[src/rtl/ftev_pkg.sv]
// Shared definitions for the frame timer events block.
// Assumes a two-bit framing format code and a fixed status bit order.
package ftev_pkg;
    typedef enum logic [1:0] {
        FMT_SF    = 2'd0,
        FMT_ESF   = 2'd1,
        FMT_E1B   = 2'd2,
        FMT_E1CAS = 2'd3
    } fmt_e;

    localparam int ST_TX_SIG = 7;
    localparam int ST_TX_BUS = 6;
    localparam int ST_TX_MF  = 5;
    localparam int ST_TX_FR  = 4;
    localparam int ST_RX_SIG = 3;
    localparam int ST_RX_BUS = 2;
    localparam int ST_RX_MF  = 1;
    localparam int ST_RX_FR  = 0;
endpackage

[src/rtl/ftev_dir_counter.sv]
// Bit and frame position counter for one direction.
// Emits single-cycle frame, multiframe and signaling events on bit 0.
// Assumes frame_len >= 2 and mf_len >= 1; restart has priority over bit_en.
module ftev_dir_counter #(
    parameter int BW = 8,
    parameter int FW = 5
) (
    input  logic          clk,
    input  logic          rst_n,
    input  logic          bit_en,
    input  logic          restart,
    input  logic [BW-1:0] frame_len,
    input  logic [FW-1:0] mf_len,
    input  logic          sig_ok,
    output logic          frame_evt,
    output logic          mf_evt,
    output logic          sig_evt
);
    logic [BW-1:0] bit_pos;
    logic [FW-1:0] frm_pos;

    // Boundary decode of the current position on an enabled bit.
    always_comb begin
        frame_evt = bit_en && !restart && (bit_pos == '0);
        mf_evt    = frame_evt && (frm_pos == '0);
        sig_evt   = mf_evt && sig_ok;
    end

    // Position advance with wrap at frame and multiframe ends.
    always_ff @(posedge clk) begin
        if (!rst_n || restart) begin
            bit_pos <= '0;
            frm_pos <= '0;
        end else if (bit_en) begin
            if (bit_pos == frame_len - BW'(1)) begin
                bit_pos <= '0;
                if (frm_pos == mf_len - FW'(1)) frm_pos <= '0;
                else                            frm_pos <= frm_pos + FW'(1);
            end else begin
                bit_pos <= bit_pos + BW'(1);
            end
        end
    end
endmodule

[src/rtl/ftev_status_reg.sv]
// Sticky status byte with whole-register clear on read.
// Assumes set pulses are single-cycle; a set beats a coincident clear.
module ftev_status_reg #(
    parameter int NB = 8
) (
    input  logic          clk,
    input  logic          rst_n,
    input  logic [NB-1:0] set_vec,
    input  logic          rd_clr,
    output logic [NB-1:0] status
);
    // Latch new events, drop old ones on read.
    always_ff @(posedge clk) begin
        if (!rst_n)      status <= '0;
        else if (rd_clr) status <= set_vec;
        else             status <= status | set_vec;
    end
endmodule

[src/rtl/frame_timer_events.sv]
// Frame and multiframe timer events for both directions of a T1/E1 framer.
// Derives periods from line mode and format, restarts counters on any
// configuration change, latches events and gates the interrupt.
// Assumes bus sync inputs are synchronous to clk.
module frame_timer_events #(
    parameter int T1_BITS    = 193,
    parameter int E1_BITS    = 256,
    parameter int SF_FRAMES  = 12,
    parameter int ESF_FRAMES = 24,
    parameter int E1_FRAMES  = 16
) (
    input  logic       clk,
    input  logic       rst_n,
    input  logic       tx_bit_en,
    input  logic       rx_bit_en,
    input  logic       line_e1,
    input  logic [1:0] fmt,
    input  logic       tx_bus_sync,
    input  logic       rx_bus_sync,
    input  logic [7:0] irq_en,
    input  logic       rd_clr,
    output logic [7:0] status,
    output logic       irq,
    output logic       tx_half
);
    import ftev_pkg::*;

    localparam int MAXB = (E1_BITS > T1_BITS) ? E1_BITS : T1_BITS;
    localparam int MAXF0 = (ESF_FRAMES > SF_FRAMES) ? ESF_FRAMES : SF_FRAMES;
    localparam int MAXF = (E1_FRAMES > MAXF0) ? E1_FRAMES : MAXF0;
    localparam int BW = $clog2(MAXB);
    localparam int FW = $clog2(MAXF) + 1;
    localparam int ND = 2;   // index 0 receive, 1 transmit

    logic [2:0]    cfg_q;
    logic          restart;
    logic [BW-1:0] frame_len;
    logic [FW-1:0] mf_len;
    logic          sig_ok;
    logic [ND-1:0] bit_en;
    logic [ND-1:0] fr_e, mf_e, sg_e;
    logic [ND-1:0] bus_in, bus_q;
    logic [7:0]    set_vec;

    // Remember the configuration to detect changes.
    always_ff @(posedge clk) begin
        if (!rst_n) cfg_q <= 3'b000;
        else        cfg_q <= {line_e1, fmt};
    end

    // Period selection from line mode and framing format.
    always_comb begin
        restart   = ({line_e1, fmt} != cfg_q);
        frame_len = line_e1 ? BW'(E1_BITS) : BW'(T1_BITS);
        unique case (fmt_e'(fmt))
            FMT_SF:  mf_len = FW'(SF_FRAMES);
            FMT_ESF: mf_len = FW'(ESF_FRAMES);
            default: mf_len = FW'(E1_FRAMES);
        endcase
        sig_ok = (fmt_e'(fmt) != FMT_E1B);
        bit_en = {tx_bit_en, rx_bit_en};
        bus_in = {tx_bus_sync, rx_bus_sync};
    end

    generate
        for (genvar d = 0; d < ND; d++) begin : g_dir
            ftev_dir_counter #(.BW(BW), .FW(FW)) u_cnt (
                .clk       (clk),
                .rst_n     (rst_n),
                .bit_en    (bit_en[d]),
                .restart   (restart),
                .frame_len (frame_len),
                .mf_len    (mf_len),
                .sig_ok    (sig_ok),
                .frame_evt (fr_e[d]),
                .mf_evt    (mf_e[d]),
                .sig_evt   (sg_e[d])
            );
        end
    endgenerate

    // Previous level of the bus sync inputs for edge detection.
    always_ff @(posedge clk) begin
        if (!rst_n) bus_q <= '0;
        else        bus_q <= bus_in;
    end

    // Assemble the event vector in status bit order.
    always_comb begin
        set_vec            = '0;
        set_vec[ST_TX_SIG] = sg_e[1];
        set_vec[ST_TX_BUS] = bus_in[1] & ~bus_q[1];
        set_vec[ST_TX_MF]  = mf_e[1];
        set_vec[ST_TX_FR]  = fr_e[1];
        set_vec[ST_RX_SIG] = sg_e[0];
        set_vec[ST_RX_BUS] = bus_in[0] & ~bus_q[0];
        set_vec[ST_RX_MF]  = mf_e[0];
        set_vec[ST_RX_FR]  = fr_e[0];
    end

    ftev_status_reg #(.NB(8)) u_stat (
        .clk     (clk),
        .rst_n   (rst_n),
        .set_vec (set_vec),
        .rd_clr  (rd_clr),
        .status  (status)
    );

    // Slip-buffer half flips at every transmit frame start.
    always_ff @(posedge clk) begin
        if (!rst_n)       tx_half <= 1'b0;
        else if (fr_e[1]) tx_half <= ~tx_half;
    end

    // Interrupt from enabled status bits.
    always_comb irq = |(status & irq_en);
endmodule

[config.mk]
export PLATFORM = sky130hd
export DESIGN_NAME = frame_timer_events
export DESIGN_NICKNAME = d
export VERILOG_FILES = /design/src/rtl/ftev_pkg.sv /design/src/rtl/ftev_dir_counter.sv /design/src/rtl/ftev_status_reg.sv /design/src/rtl/frame_timer_events.sv
export SDC_FILE = /design/constraint.sdc
export NUM_CORES = 1
export LEC_CHECK = 0
export BUFFER_PORTS_ARGS = -buffer_cell sky130_fd_sc_hd__buf_2
export CAP_MARGIN = 20
export CORE_ASPECT_RATIO = 1.5
export CORE_MARGIN = 2
export CORE_UTILIZATION = 45
export DETAILED_ROUTE_END_ITERATION = 12
export GPL_ROUTABILITY_DRIVEN = 0
export GPL_TIMING_DRIVEN = 0
export PLACE_DENSITY = 0.65
export RECOVER_POWER = 100
export SLEW_MARGIN = 0
export SYNTH_ARGS = -nofsm -noshare
export SYNTH_HDL_FRONTEND = slang
export SYNTH_SLANG_ARGS = --single-unit
[constraint.sdc]
create_clock -name clk -period 2.1 [get_ports clk]
set_clock_uncertainty 0.05 [all_clocks]
set_input_delay 0.21 -clock clk [delete_from_list [all_inputs] [get_ports clk]]
set_output_delay 0.21 -clock clk [all_outputs]
set_load 0.02 [all_outputs]
* Word level (Yosys, flattened, before mapping)
Index checks and enable logic that the tools add are counted.
Operators by class: mux-type cells 7, eq/ne operators 7, reduce and logical (&&, ||, !) cells 19, add/subtract/negate cells 6, bitwise logic cells 7
Operator list (number):
- two-way mux 8 bit | 4
- adder 8 x 1 -> 8 bit, second input constant | 2
- == test 8 bit | 2
- zero test 8 bit | 2
- adder 6 x 1 -> 6 bit, second input constant | 2
- == test 6 bit | 2
- zero test 6 bit | 2
- two-way mux 6 bit | 2
- one-hot mux 5 bit (2 select lines) | 1
- bitwise AND 8 bit | 1
- logical AND 1 bit | 8
- OR 8 bit | 1
- OR reduction 8 bit | 1
- subtractor 8 x 1 -> 8 bit, second input constant | 1
- subtractor 5 x 1 -> 6 bit, second input constant | 1
- AND reduction 2 bit | 2
- != test 3 bit | 1
- inverter 1 bit | 3
- bitwise AND 1 bit | 2
- == test 2 x 1 -> 1 bit, second input constant | 1
- zero test 1 bit | 2
- zero test 2 bit | 1
- != test 2 bit, second input constant | 1
- logical OR 1 bit | 1
Word-level totals: logic and storage cells 54, flip-flop bits (word level) 42, output and inout port bits 10, input bits 18

* Logic depth before layout (Yosys ltp)
Gate-level depths: netlist of run 1.
depth in word-level cells 8, depth in mapped cells 6, mapped depth without buffers 6

* Hierarchy
A second synthesis of run 1 with hierarchy kept.
Unflattened totals: cells, all modules 351, area total of the unflattened synthesis 2992.9 um^2
Modules (own cells, without submodules):
- ftev_dir_counter | area each 1219.9 um^2, instances 2, cells each 148
- frame_timer_events | area each 277.8 um^2, instances 1, cells each 30
- ftev_status_reg | area each 275.3 um^2, instances 1, cells each 25

* Worst setup path before layout of run 1
No wires, ideal clock.
path type flip-flop to flip-flop, start point register g_dir[1].u_cnt.bit_pos[0], end point register g_dir[1].u_cnt.frm_pos[3], setup time 0.086 ns, arrival time 2.003 ns, path buffers 1, clock period less this slack 2.139 ns, cell stages (with the launch flop) 6, setup slack -0.039 ns, data required time 1.964 ns, path through dfxtp_1 > or4_1 > mux2_2 > buf_6 > or4_1 > a211oi_1
On the way: word-level cells in the longest chain between the ends 2
Ends and longest elaborated chain:
- start, declared | line ftev_dir_counter.sv:19 | logic [BW-1:0] bit_pos;
- start signal, assigned | line ftev_dir_counter.sv:40 | bit_pos <= bit_pos + BW'(1);
- == test 8 bit | line ftev_dir_counter.sv:35 | if (bit_pos == frame_len - BW'(1)) begin
- AND reduction 2 bit (no line)
- end signal, assigned | line ftev_dir_counter.sv:38 | else frm_pos <= frm_pos + FW'(1);
- end, declared | line ftev_dir_counter.sv:20 | logic [FW-1:0] frm_pos;
No other way between the ends. A chain may end at the register's enable or synchronous reset.

* Final worst setup path of run 1
start point register g_dir[0].u_cnt.bit_pos[0], end point register g_dir[0].u_cnt.frm_pos[2]
On the way: word-level cells in the longest chain between the ends 2
Ends and longest elaborated chain (line):
- start, declared | ftev_dir_counter.sv:19
- start signal, assigned | ftev_dir_counter.sv:40
- == test 8 bit | ftev_dir_counter.sv:35
- AND reduction 2 bit (no line)
- end signal, assigned | ftev_dir_counter.sv:38
- end, declared | ftev_dir_counter.sv:20
No other way between the ends.

==> flow_metrics.env, run 1 <==
export IMPL_rows=31
export IMPL_avgSynthCellArea_sq_um=8.73
export IMPL_floorplan_initialDensity_pct=46.1
export IMPL_fin_ws_ns=-0.00436
export IMPL_insertion_delay_ns=0.30
export IMPL_rsz0062_at_grt="yes"
export IMPL_grt_antenna_before_repair=0
export IMPL_ctsRootBufferMaster="clkbuf_8"
export IMPL_synth_largest_area_cell="dfxtp_1"
export IMPL_area_growth_pct=22.0
export IMPL_yosysWarnings=0
export IMPL_dieArea_sq_mm=0.00544
export IMPL_insertedDiodeCount=0
export IMPL_grt_pass1_wl_um=7670
export IMPL_cp_arrival_ns=2.28
export IMPL_htreeDepth=2
export IMPL_synthDistinctLibCells=38
export IMPL_synthesis_instances=250
export IMPL_synth_async_sr_flop_share_pct=0
export IMPL_first_pass_iters=4
export IMPL_portBuffers=22
export IMPL_status="finished, violations left"
export IMPL_grt_usage_pct=18.7
export IMPL_utilization_pct=56.3
export IMPL_fin_crit_sh_pct=100
export IMPL_cp_end_kind="flop"
export IMPL_critPathRequiredTime_ns=2.27
export IMPL_multi_input_area_sq_mm=0.00129
export IMPL_worst_path_max_fanout=5
export IMPL_cts_tree="built"
export IMPL_core_area_sq_mm=0.00473
export IMPL_hold_viol=0
export IMPL_num_vias=1927
export IMPL_drt_iter0_markers=110
export IMPL_synth_edf_count=0
export IMPL_grt_max_degree=14
export IMPL_violations="negative setup slack"
export IMPL_slew_headroom_pct=61.7
export IMPL_ys_ff_latch=42
export IMPL_clockBufferDepth=2
export IMPL_yosysMostFrequentCell="dfxtp_1"
export IMPL_synth_flop_cell="dfxtp_1"
export IMPL_die_w_um=60.9
export IMPL_drive_gt1_share_pct=19.7
export IMPL_fmax_mhz=475
export IMPL_ant_nets=0
export IMPL_numCtsBuffers=5
export IMPL_die_y_um=89.3
export IMPL_setup_tns_final_ns=-0.00436
export IMPL_regArea_sq_um=858
export IMPL_synthTopCellsByCount="dfxtp_1 (42), nor2_1 (24), nand3_1 (18)"
export IMPL_p_leak_nw=1.02
export IMPL_power_density_mw_per_mm2=605
export IMPL_avgRoutedWirePerCell_um=13.4
export IMPL_slew_viol_final=0
export IMPL_clkSinkCount=42
export IMPL_holdBufCountCts=0
export IMPL_max_cap_violations=0
export IMPL_vias_per_cell=5.41
export IMPL_crit_type="flop to flop"
export IMPL_peakVddDrop_v=0.000352
export IMPL_synth_top_area_share_pct=38.5
export IMPL_totalWireLength_um=4760
export IMPL_clkTransAtPathRegs_ns=0.08
export IMPL_fin_crit_ns=2.10
export IMPL_synth_area_leaders="dfxtp_1 (39%), xor2_1 (6.0%), ha_1 (4.6%), nand3_1 (4.1%), nor2_1 (4.1%)"
export IMPL_ys_seq_area_share_pct=38.5
export IMPL_synth_nets=276
export IMPL_grt_pass1_vias=1749
export IMPL_hold_class="input port to flop"
export IMPL_layout_nets=315
export IMPL_totalPowerFinal_w=0.00161
export IMPL_final_setup_viol_count=1
export IMPL_gr_total_overflow=0
export IMPL_synth_area_sq_mm=0.00218
export IMPL_startpoint_type="flop"
export IMPL_pin_count=28
export IMPL_drc=0
export IMPL_num_fill_cells=454
export IMPL_tightest_slew_ns=0.575
export IMPL_dpl_hpwl_um=3250
registers in the layout (all words and copies together), names as in the netlist:
| signal | flops |
|---|---|
| tx_half | 1 |
| g_dir.u_cnt.frm_pos | 12 |
| cfg_q | 3 |
| u_stat.status | 8 |
| bus_q | 2 |
| g_dir.u_cnt.bit_pos | 16 |
critical path: stages, from the launching register on:
cell,delay (ns)
dfxtp_4,0.34
or4_4,0.52
mux2_4,0.30
buf_8,0.13
or4_4,0.47
a211oi_2,0.21
timing repair:
action / 4_1_cts / 5_1_grt
gates cloned: 0 / 1
pin swaps: 6 / 4
gates resized for setup: 14 / 7
endpoints found under the setup margin: 9 / 8
buffers inserted: 6 / 3
routing by layer:
layer / global-route usage (%) / vias to the layer above / part of all wire [%]
li1: - / 988 / -
met2: 33.0 / 36 / 51
met4: 7.51 / 0 / 1.6
met1: 21.5 / 898 / 44
met3: 3.91 / 5 / 3.4
met5: 0 / - / 0
through the flow:
step	cell area, sq um	cells	hold slack (ns)	worst slack [ns]
2_1_floorplan	2190	250	0.295	-0.0108
3_3_place_gp	2380	338	0.388	-0.101
3_5_place_dp	2380	338	0.407	-0.113
4_1_cts	2580	352	0.0904	-0.00466
5_1_grt	2660	356	0.108	-0.0717
6_report	2660	356	0.0973	-0.00436
layout by cell type, fill, tap and decap left out, types with 8 or more instances in the layout:
cell,Yosys,routed
inv_1,15,15
buf_4,0,9
nand3_1,18,18
nor2_1,24,24
buf_2,1,22
clkbuf_1,10,11
xor2_1,15,15
dfxtp_1,42,36
ha_1,8,8
o21ai_0,9,9
nand4_1,8,8
logic make-up after synthesis:
logic type | after synthesis | synth area share [%]
simple gates | 100 | 25.4
flops | 42 | 38.5
xor+xnor | 17 | 6.82
compound gates | 50 | 16.8
buf+inv | 27 | 5.04
mux | 6 | 2.87
fa+ha+maj | 8 | 4.58
final cells by class:
cell class / instances / share of cell area (%)
multi-input combinational: 181 / 48.4
sequential: 42 / 32.2
timing repair buffer: 32 / 7.61
tap: 66 / 3.10
clock buffer: 6 / 2.72
buffer: 12 / 2.40
inverter: 15 / 2.11
clock inverter: 2 / 1.41
worst paths after layout:
check	from	to	slack (ns)	cells past startpoint
hold / removal	rx_bus_sync	bus_q[0]	0.1	3
setup reg to reg	g_dir[0].u_cnt.bit_pos[0]	g_dir[0].u_cnt.frm_pos[2]	-0.004	5
hold reg to reg	tx_half	tx_half	0.44	2
setup / recovery	g_dir[0].u_cnt.bit_pos[0]	g_dir[0].u_cnt.frm_pos[2]	-0.004	5
where the power goes:
group / leakage, nW / internal [W] / switching [W] / total [W]
sequential: 0.345 / 0.000805 / 0.00000846 / 0.000813
clock: 0.0514 / 0.000355 / 0.000289 / 0.000644
combinational: 0.619 / 0.0000695 / 0.0000848 / 0.000154
total: 1.02 / 0.00123 / 0.000383 / 0.00161
No activity file was read; power rests on OpenSTA's default activity.
==> run 2, diff against run 1 <==
--- a/config.mk
+++ b/config.mk
@@ -5,6 +5,7 @@
 export SDC_FILE = /design/constraint.sdc
 export NUM_CORES = 1
 export LEC_CHECK = 0
+export ABC_AREA = 1
 export BUFFER_PORTS_ARGS = -buffer_cell sky130_fd_sc_hd__buf_2
 export CAP_MARGIN = 20
 export CORE_ASPECT_RATIO = 1.5
==> flow_metrics.env, run 2 <==
export IMPL_status="finished clean"
export IMPL_rows=32
export IMPL_reg_top3="g_dir.u_cnt.bit_pos (16), g_dir.u_cnt.frm_pos (12), u_stat.status (8)"
export IMPL_p_leak_nw=1.08
export IMPL_cts_tree="built"
export IMPL_ant_nets=0
export IMPL_max_cap_violations=0
export IMPL_largest_register="g_dir.u_cnt.bit_pos"
export IMPL_core_area_sq_mm=0.00504
export IMPL_gr_total_overflow=0
export IMPL_p_int_w=0.00113
export IMPL_synth_top_area_share_pct=36.2
export IMPL_cp_end_kind="flop"
export IMPL_insertedDiodeCount=0
export IMPL_synth_area_sq_mm=0.00232
export IMPL_vias_per_cell=4.93
export IMPL_synth_nets=358
export IMPL_multi_input_area_sq_mm=0.00127
export IMPL_layout_common_cells="nand2_1 (93), nor2_1 (48), dfxtp_1 (42)"
export IMPL_yosysMostFrequentCell="nand2_1"
export IMPL_final_common_cell="nand2_1"
export IMPL_setup_tns_final_ns=0
export IMPL_hold_viol=0
export IMPL_drt_iter0_markers=98
export IMPL_cts_resized=0
export IMPL_synthDistinctLibCells=31
export IMPL_hold_slack_ns=0.0650
export IMPL_clkSinkCount=42
export IMPL_numCtsBuffers=5
export IMPL_switching_share_pct=25.8
export IMPL_dieArea_sq_mm=0.00577
export IMPL_regArea_sq_um=841
export IMPL_die_w_um=62.7
export IMPL_clock_power_share_pct=36.1
export IMPL_ys_seq_area_share_pct=36.2
export IMPL_cts_setup_buffers=0
export IMPL_place_area_sq_mm=0.00254
export IMPL_p_seq_share_pct=54.1
export IMPL_avgRoutedWirePerCell_um=10.9
export IMPL_totalPowerFinal_w=0.00152
export IMPL_synth_async_sr_flop_share_pct=0
export IMPL_combinationalPowerShare_pct=9.9
export IMPL_hold_end="bus_q[1]"
export IMPL_num_fill_cells=547
export IMPL_floorplan_initialDensity_pct=46.1
export IMPL_grt_pass1_wl_um=8490
export IMPL_hold_class="input port to flop"
export IMPL_fmax_mhz=641
export IMPL_clockBufferDepth=2
export IMPL_clkTransAtPathRegs_ns=0.08
export IMPL_final_area_sq_mm=0.00258
export IMPL_r2r_start="g_dir[1].u_cnt.bit_pos[2]"
export IMPL_peakVddDrop_v=0.000344
export IMPL_critPathBufInv=0
export IMPL_dpl_hpwl_um=3640
export IMPL_r2r_cells=7
export IMPL_tightest_slew_ns=0.526
export IMPL_layout_nets=392
export IMPL_fin_crit_sh_pct=74.3
export IMPL_utilization_pct=51.1
export IMPL_switching_power_w=0.000392
export IMPL_power_density_mw_per_mm2=590
export IMPL_worst_path_max_fanout=7
export IMPL_yosysWarnings=0
export IMPL_grt_pass1_vias=2054
export IMPL_num_vias=2145
export IMPL_synth_flop_cell="dfxtp_1"
export IMPL_path_cells="nand2_2 > nor2_1 > nand2_2 > nand2_1 > nand2_1 > nand2_1 > nor2_1"
export IMPL_holdBufCountCts=0
export IMPL_slew_viol_final=0
export IMPL_critPathRequiredTime_ns=2.24
export IMPL_crit_path_frequent_cell="nand2_1"
export IMPL_cpPeakStageDelay_ns=0.42
export IMPL_worstHoldPathCells=3
export IMPL_grt_antenna_before_repair=0
export IMPL_slew_headroom_pct=64.8
export IMPL_min_from="tx_bus_sync"
export IMPL_final_setup_viol_count=0
export IMPL_synth_edf_count=0
export IMPL_grt_usage_pct=18.2
export IMPL_ctsRootBufferMaster="clkbuf_8"
export IMPL_synth_largest_area_cell="dfxtp_1"
export IMPL_synth_area_leaders="dfxtp_1 (36%), nand2_1 (14%), nor2_1 (7.6%), inv_1 (5.8%), nand3_1 (5.4%)"
export IMPL_largest_reg_flops=16
export IMPL_drc=0
export IMPL_pin_count=28
export IMPL_totalWireLength_um=4740
export IMPL_die_y_um=92.0
export IMPL_first_pass_iters=5
export IMPL_avgSynthCellArea_sq_um=7.00
export IMPL_ys_ff_latch=42
export IMPL_insertion_delay_ns=0.30
export IMPL_grt_max_degree=13
export IMPL_synthesis_instances=332
export IMPL_area_growth_pct=10.9
export IMPL_crit_family="simple AND/OR/NAND/NOR gates"
export IMPL_drive_gt1_share_pct=11.4
export IMPL_critical_path_slowest_cell="dfxtp_1"
export IMPL_r2r_slack_ns=0.54
export IMPL_startpoint_type="flop"
export IMPL_crit_type="flop to flop"
export IMPL_rsz0062_at_grt="no"
export IMPL_cp_arrival_ns=1.70
export IMPL_portBuffers=27
export IMPL_r2r_end="g_dir[1].u_cnt.bit_pos[1]"
export IMPL_fin_crit_ns=1.56
export IMPL_htreeDepth=2
export IMPL_synthTopCellsByCount="nand2_1 (86), nor2_1 (47), dfxtp_1 (42)"
run 2: cell types whose count changed in the layout (fill, tap and decap cells not counted), moves of 9 or more:
cell	previous run	this run
o21ai_0	9	18
nor2_1	24	48
inv_1	15	36
nand2_1	7	93
buf_4	9	0
xor2_1	15	6
run 2: how the worst max path moves through the flow:
| stage | cells past startpoint | start | endpoint | slack [ns] |
|---|---|---|---|---|
| 5_1_grt | 7 | g_dir[1].u_cnt.bit_pos[2] | g_dir[1].u_cnt.bit_pos[2] | 0.31 |
| 2_1_floorplan | 7 | g_dir[0].u_cnt.bit_pos[0] | g_dir[0].u_cnt.frm_pos[1] | 0.87 |
| 6_report | 7 | g_dir[1].u_cnt.bit_pos[2] | g_dir[1].u_cnt.bit_pos[1] | 0.54 |
| 4_1_cts | 5 | u_stat.status[2] | irq | 0.63 |
| 3_5_place_dp | 7 | g_dir[0].u_cnt.bit_pos[0] | g_dir[0].u_cnt.frm_pos[1] | 0.72 |
| 3_3_place_gp | 7 | g_dir[0].u_cnt.bit_pos[0] | g_dir[0].u_cnt.frm_pos[1] | 0.68 |
run 2: routing by layer:
layer	vias up	wire [um]	global-route usage, %
met1	962	2100	20.8
met4	0	94	7.96
met3	9	164	3.19
met2	43	2380	32.9
met5	-	0	0
li1	1131	-	-
run 2: worst register-to-register path, cell delays in order, from the launching register on:
cell     delay, ns
dfxtp_1       0.42
nand2_2       0.07
nor2_1        0.17
nand2_2       0.08
nand2_1       0.20
nand2_1       0.18
nand2_1       0.22
nor2_1        0.06
run 2: layout make-up:
type / count / area share (%)
buffer: 2 / 0.582
inverter: 41 / 6.02
clock inverter: 1 / 0.194
clock buffer: 7 / 3.35
tap: 68 / 3.30
sequential: 42 / 32.6
timing repair buffer: 27 / 4.66
multi-input combinational: 247 / 49.3
run 2: cells by family (layout without fill, tap and decap cells):
logic type / count (synthesis) / count (layout) / synth area share [%]
adders and majority gates: 8 / 8 / 4.31
and+or+nand+nor: 196 / 196 / 39.3
DFF: 42 / 42 / 36.2
xor gates and xnor gates: 10 / 10 / 5.22
AOI/OAI and AO/OA: 33 / 33 / 7.64
buffers and inverters: 43 / 78 / 7.32
run 2: power by group through the flow:
stage               logic (W)  clock network [W]  registers, W
finish               0.000151           0.000548      0.000822
global route         0.000170           0.000601      0.000825
CTS                  0.000162           0.000572      0.000822
detailed placement   0.000161                  0      0.000841
global placement     0.000159                  0      0.000840
floorplan           0.0000968                  0      0.000849
run 2: metrics by stage:
step                setup slack, ns  std cells
finish                        0.539        435
global placement              0.682        427
CTS                           0.627        435
detailed placement            0.725        427
floorplan                     0.871        332
global route                  0.310        435
